<file path="src/rtl/decsteer_pkg.sv">
package decsteer_pkg;
  localparam int UOP_W = 3;

  // Entry may sit in a single-op slot
  function automatic logic fits_simple(input logic [UOP_W-1:0] uops,
                                       input logic lng, input logic ok);
    return (uops == UOP_W'(1)) && !lng && ok;
  endfunction

  // Entry fits the complex slot for a given micro-op limit
  function automatic logic fits_complex(input logic [UOP_W-1:0] uops,
                                        input int unsigned limit);
    return 32'(uops) <= limit;
  endfunction

  // Number of set bits in a slot vector
  function automatic int unsigned ones(input logic [31:0] v, input int unsigned n);
    int unsigned c;
    c = 0;
    for (int unsigned i = 0; i < n; i++) c += 32'(v[i]);
    return c;
  endfunction
endpackage

</file>
<file path="src/rtl/decsteer_classify.sv">
module decsteer_classify
  import decsteer_pkg::*;
#(
  parameter int NSLOT   = 4,
  parameter int CX_UOPS = 4
) (
  input  logic [NSLOT*UOP_W-1:0] uops,
  input  logic [NSLOT-1:0]       lng,
  input  logic [NSLOT-1:0]       ok,
  output logic [NSLOT-1:0]       can_simple,
  output logic                   can_complex0,
  output logic                   needs_ucode0
);
  for (genvar k = 0; k < NSLOT; k++) begin : g_ent
    assign can_simple[k] = fits_simple(uops[k*UOP_W +: UOP_W], lng[k], ok[k]);
  end
  assign can_complex0 = fits_complex(uops[UOP_W-1:0], CX_UOPS);
  assign needs_ucode0 = !can_complex0;
endmodule

</file>
<file path="src/rtl/decsteer_group.sv">
module decsteer_group
  import decsteer_pkg::*;
#(
  parameter int NSLOT = 4,
  parameter int CNT_W = 3
) (
  input  logic             stall,
  input  logic [NSLOT-1:0] valid,
  input  logic [NSLOT-1:0] can_simple,
  input  logic             can_complex0,
  input  logic             needs_ucode0,
  output logic [NSLOT-1:0] slot_valid,
  output logic             ucode_hit,
  output logic [CNT_W-1:0] consumed
);
  logic [NSLOT:0] chain;

  assign chain[0] = !stall && valid[0] && can_complex0;
  assign slot_valid[0] = chain[0];
  for (genvar k = 1; k < NSLOT; k++) begin : g_chain
    assign chain[k] = chain[k-1] && valid[k] && can_simple[k];
    assign slot_valid[k] = chain[k];
  end
  assign chain[NSLOT] = 1'b0;

  assign ucode_hit = !stall && valid[0] && needs_ucode0;
  assign consumed  = CNT_W'(ones(32'(slot_valid), NSLOT) + 32'(ucode_hit));
endmodule

</file>
<file path="src/rtl/decsteer_ucode_fsm.sv">
module decsteer_ucode_fsm (
  input  logic clk,
  input  logic rst_n,
  input  logic start,
  input  logic done,
  output logic busy_q
);
  always_ff @(posedge clk or negedge rst_n) begin
    if (!rst_n)      busy_q <= 1'b0;
    else if (busy_q) busy_q <= !done;
    else             busy_q <= start;
  end
endmodule

</file>
<file path="src/rtl/decsteer.sv">
module decsteer
  import decsteer_pkg::*;
#(
  parameter int NSLOT   = 4,
  parameter int CX_UOPS = 4,
  localparam int IDX_W  = (NSLOT > 1) ? $clog2(NSLOT) : 1,
  localparam int CNT_W  = $clog2(NSLOT + 1)
) (
  input  logic                   clk,
  input  logic                   rst_n,
  input  logic [NSLOT-1:0]       win_valid,
  input  logic [NSLOT*UOP_W-1:0] win_uops,
  input  logic [NSLOT-1:0]       win_long,
  input  logic [NSLOT-1:0]       win_simple_ok,
  input  logic                   ucode_done,
  output logic [NSLOT-1:0]       slot_valid,
  output logic [NSLOT*IDX_W-1:0] slot_idx,
  output logic [CNT_W-1:0]       consumed,
  output logic                   ucode_start
);
  logic [NSLOT-1:0] can_simple;
  logic             can_complex0;
  logic             needs_ucode0;
  logic             busy_q;
  logic             ucode_hit;

  decsteer_classify #(.NSLOT(NSLOT), .CX_UOPS(CX_UOPS)) u_cls (
    .uops(win_uops), .lng(win_long), .ok(win_simple_ok),
    .can_simple(can_simple), .can_complex0(can_complex0),
    .needs_ucode0(needs_ucode0)
  );

  decsteer_group #(.NSLOT(NSLOT), .CNT_W(CNT_W)) u_grp (
    .stall(busy_q), .valid(win_valid), .can_simple(can_simple),
    .can_complex0(can_complex0), .needs_ucode0(needs_ucode0),
    .slot_valid(slot_valid), .ucode_hit(ucode_hit), .consumed(consumed)
  );

  decsteer_ucode_fsm u_fsm (
    .clk(clk), .rst_n(rst_n), .start(ucode_hit), .done(ucode_done),
    .busy_q(busy_q)
  );

  for (genvar k = 0; k < NSLOT; k++) begin : g_idx
    assign slot_idx[k*IDX_W +: IDX_W] = IDX_W'(k);
  end

  assign ucode_start = ucode_hit;
endmodule

</file>
<file path="config.mk">
export PLATFORM = sky130hd
export DESIGN_NAME = decsteer
export DESIGN_NICKNAME = d
export VERILOG_FILES = /design/src/rtl/decsteer_pkg.sv /design/src/rtl/decsteer_classify.sv /design/src/rtl/decsteer_group.sv /design/src/rtl/decsteer_ucode_fsm.sv /design/src/rtl/decsteer.sv
export SDC_FILE = /design/constraint.sdc
export NUM_CORES = 1
export LEC_CHECK = 0
export BUFFER_PORTS_ARGS = -buffer_cell sky130_fd_sc_hd__buf_4
export CORE_AREA = 2 2 39 41
export DETAILED_ROUTE_END_ITERATION = 6
export DIE_AREA = 0 0 41 43
export PLACE_DENSITY = 0.64
export SLEW_MARGIN = 25
export SYNTH_ARGS = -nofsm -noshare
export SYNTH_HDL_FRONTEND = slang
export SYNTH_HIERARCHICAL = 1
export SYNTH_SLANG_ARGS = --single-unit
</file>
<file path="constraint.sdc">
create_clock -name clk -period 3.63 [get_ports clk]
set_clock_uncertainty 0.15 [all_clocks]
set_input_delay 0.726 -clock clk [delete_from_list [all_inputs] [get_ports clk]]
set_output_delay 0.726 -clock clk [all_outputs]
set_load 0.02 [all_outputs]
</file>
### Yosys cells after proc, flatten, opt, wreduce, memory -nomap -nowiden

Cells that the tools add are included.

* register bits after elaboration: 1
* output and inout bits: 16

* add/sub/neg operators: 4
* $lt $le $gt $ge: 1
* equal/unequal tests: 3
* mux-type cells: 1
* reductions and logical operators: 21

Operator list (number)
* 1-bit logical AND: 15
* 3-bit by 1-bit adder with 3-bit output: 3
* 3-bit by 1-bit == test with 1-bit output (second input constant): 3
* 1-bit logical NOT: 6
* 3-bit <= comparator (second input constant): 1
* 1-bit by 1-bit adder with 2-bit output: 1
* 1-bit two-way mux: 1

### Depth between registers and ports, before layout

* depth in word-level cells: 11
* depth in mapped cells: 8
* depth with buffers taken out: 8

### Modules after synthesis

Netlist, hierarchy kept.

Modules (own cells, without submodules)
* decsteer_group: instances 1, cells an instance 15, area an instance 121.4 sq um, seq. area each 0.0 sq um
* decsteer: instances 1, cells an instance 10, area an instance 67.6 sq um, seq. area each 0.0 sq um
* decsteer_classify: instances 1, cells an instance 10, area an instance 65.1 sq um, seq. area each 0.0 sq um
* decsteer_ucode_fsm: instances 1, cells an instance 3, area an instance 38.8 sq um, seq. area each 25.0 sq um

### Least setup slack after synthesis

No wires, ideal clock.

* kind: input-to-output
* start: input win_uops[1]
* end: output consumed[1]
* data arrival time: 2.956 ns
* setup slack: -0.202 ns
* cell stages on the path: 8
* buffers on the path: 0
* cell sequence: o21ai_1 -> and3b_2 -> inv_2 -> or3_1 -> fa_1 -> inv_1 -> fa_1 -> ha_1

* cells in the longest elaborated chain, start to end: 10
* elaborated cells between the ends (all ways): 14

RTL lines
* start, declared: RTL line decsteer.sv:12 `input logic [NSLOT*UOP_W-1:0] win_uops,`
* 3-bit <= comparator *: RTL line decsteer_pkg.sv:13 `return 32'(uops) <= limit;`
* 1-bit logical AND *: RTL line decsteer_group.sv:18 `assign chain[0] = !stall && valid[0] && can_complex0;`
* net slot_valid[0]: RTL line decsteer.sv:16 `output logic [NSLOT-1:0] slot_valid,`
* branches (longest 6 deep; another with 3-bit by 1-bit adder with 3-bit output)
* 3-bit by 1-bit adder with 3-bit output *: RTL line decsteer_pkg.sv:20 `for (int unsigned i = 0; i < n; i++) c += 32'(v[i]);`
* 3-bit by 1-bit adder with 3-bit output *: RTL line decsteer_group.sv:27 `assign consumed = CNT_W'(ones(32'(slot_valid), NSLOT) + 32'(ucode_hit));`
* end, declared: RTL line decsteer.sv:18 `output logic [CNT_W-1:0] consumed,`

Mark *: on every way through the listed nets, which the timed path passes.

### Final worst setup path

* start: input win_uops[5]
* end: output consumed[1]

* cells in the longest elaborated chain, start to end: 10
* elaborated cells between the ends (all ways): 12

RTL lines
* 3-bit by 1-bit == test with 1-bit output *: RTL line decsteer_pkg.sv:7 `return (uops == UOP_W'(1)) && !lng && ok;`
* 1-bit logical AND * (2 in series): RTL line decsteer_pkg.sv:7
* net can_simple[1]: RTL line decsteer.sv:21 `logic [NSLOT-1:0] can_simple;`
* 1-bit logical AND *: RTL line decsteer_group.sv:21 `assign chain[k] = chain[k-1] && valid[k] && can_simple[k];`
* branches (longest 4 deep; another with 3-bit by 1-bit adder with 3-bit output)
* 3-bit by 1-bit adder with 3-bit output *: RTL line decsteer_pkg.sv:20
* 3-bit by 1-bit adder with 3-bit output *: RTL line decsteer_group.sv:27

Marks and branches as above.

==> impl_results.md <==
- Layout area overhead: 116%
- WL per Instance: 8.65 um
- Hold Slack: 326 ps
- DRT Wirelength: 761 um
- Io pins: 43
- Status: finished, violations left
- Port Buf Inserts: 32
- Antenna Nets Post-Route: 0
- Via/cell ratio: 4.17
- Die Ht: 43 um
- Cts hold-fix bufs: 0
- Layout net count: 104
- Final hold violations: 0
- Worst EP arrival: 2890 ps
- 1st-pass router iterations: 2
- GRT overflow: 0
- CP Capture Type: primary output
- Share of cells above drive strength 1: 0.694
- Critical path type: input pin to primary output
- Largest Register: u_fsm/busy_q
- Max VDD drop: 0.0000744 V
- 1st-iter DRT viols: 1
- Global-route wire length before repair: 1.20 mm
- Setup TNS: -236 ps
- Max Slew Vio Count: 0
- Largest register FFs: 1
- Cell row count: 14
- Mapped Area: 279 um^2
- Initial antenna violation count: 0
- Inserted Diodes: 0
- Worst setup SP type: input pin
- Power per cell area: 121 nW/um^2
- Leakage: 0.000324 uW
- Total GRT Usage: 0.0915
- Core area: 1380 um^2
- Number of global-route vias before repair: 350
- Maximum number of pins on one net before global-route repair: 4
- Final setup vio count: 3
- Chip width: 41 um
- Drt drc: 0
- Max-cap violation count: 0
- Minimum clock period: 3770 ps
- Gpl congestion: 0.603
- RSZ-0062 raised after global routing: true
- CP required: 2750 ps
- Largest registers: u_fsm/busy_q (1)
- Post-route clock period utilization: 1.04
- Type of the worst min-delay path: flop to flop
- Final WS setup: -136 ps
- DP HPWL: 724 um
- Vias: 367
- Post-Syn Area per Cell: 7.75 um^2
- FMAX: 266 MHz
- Post-synthesis cell count: 36
- Starting density of the core: 0.202
- CTS clk-pin slew, worst paths: 0 ps
- Clock Latency Late Sink: 0 ps
- Failing checks: negative setup slack
- YS warnings: 6
- Die Footprint: 1760 um^2
- Critical path peak fanout: 2
==> cell type report <==
type	instances	area (um^2)
well taps	16	20.0
fillers	151	782
flip-flops and latches	1	25.0
multi-input cells	28	234
repair buffers	38	304
inverters	5	18.8
==> through the flow <==
step	utilization	power, uW	worst slack, ps	std cells	instance area, um^2
final	0.435	72.6	-136	88	602
after global routing	0.435	78.4	-207	88	602
after CTS	0.431	72.2	-145	88	597
after detailed placement	0.412	69.3	-242	87	571
after global placement	0.412	68.1	-220	87	571
after floorplan	-	45.4	-10.8	42	333
==> power breakdown <==
group | switching [uW] | total (uW) | internal [uW] | leakage (uW)
logic | 25.9 | 59.0 | 33.1 | 0.000311
clock network | 0 | 0 | 0 | 0
registers | 0.948 | 13.6 | 12.7 | 0.0000130
==> per-layer routing <==
layer  up-vias  global-route usage  wire length [um]
li1        175                   -                 -
met3         0              0.0314               129
met1       166              0.0774               218
met5         -                   0                 0
met2        26               0.191               413
met4         0                   0                 0
==> cell usage in the layout (no fill, tap or decap), drive strengths merged <==
| master | count |
|---|---|
| and3b | 2 |
| nand4bb | 1 |
| buf | 38 |
| inv | 5 |
| conb | 8 |
| nand3 | 1 |
| fa | 2 |
| ha | 1 |
| and3 | 1 |
| mux2i | 1 |
| nand2 | 1 |
| dfrtp | 1 |
| o21ai | 1 |
| or3 | 1 |
| nor2 | 4 |
| and4b | 2 |
| nand4 | 1 |
| nor3 | 1 |
==> final timing paths <==
| path | startpoint | to | slack (ps) | depth (start not counted) |
|---|---|---|---|---|
| min reg2reg | u_fsm/busy_q$_DFF_PN0_ | u_fsm/busy_q$_DFF_PN0_ | 330 | 1 |
| max in group asynchronous | rst_n | u_fsm/busy_q$_DFF_PN0_ | 2900 | 1 |
| min | u_fsm/busy_q$_DFF_PN0_ | u_fsm/busy_q$_DFF_PN0_ | 330 | 1 |
| max reg2reg | u_fsm/busy_q$_DFF_PN0_ | u_fsm/busy_q$_DFF_PN0_ | 2580 | 3 |
| min in group asynchronous | rst_n | u_fsm/busy_q$_DFF_PN0_ | 350 | 1 |
| max | win_uops[5] | consumed[1] | -140 | 10 |
==> critical path, cell delays in order <==
cell and delay (ps):
buf_4 110, nor2_2 80, and4b_1 200, nand4_1 120
or3_4 350, fa_1 540, inv_2 50, fa_2 350
ha_4 270, buf_6 100
==> repair_timing <==
item | CTS | global route
buffers inserted | 1 | 0
resized for setup | 5 | 3
pin swaps | 5 | 1
setup endpoints to repair | 3 | 3
No activity file was read; power rests on OpenSTA's default activity.
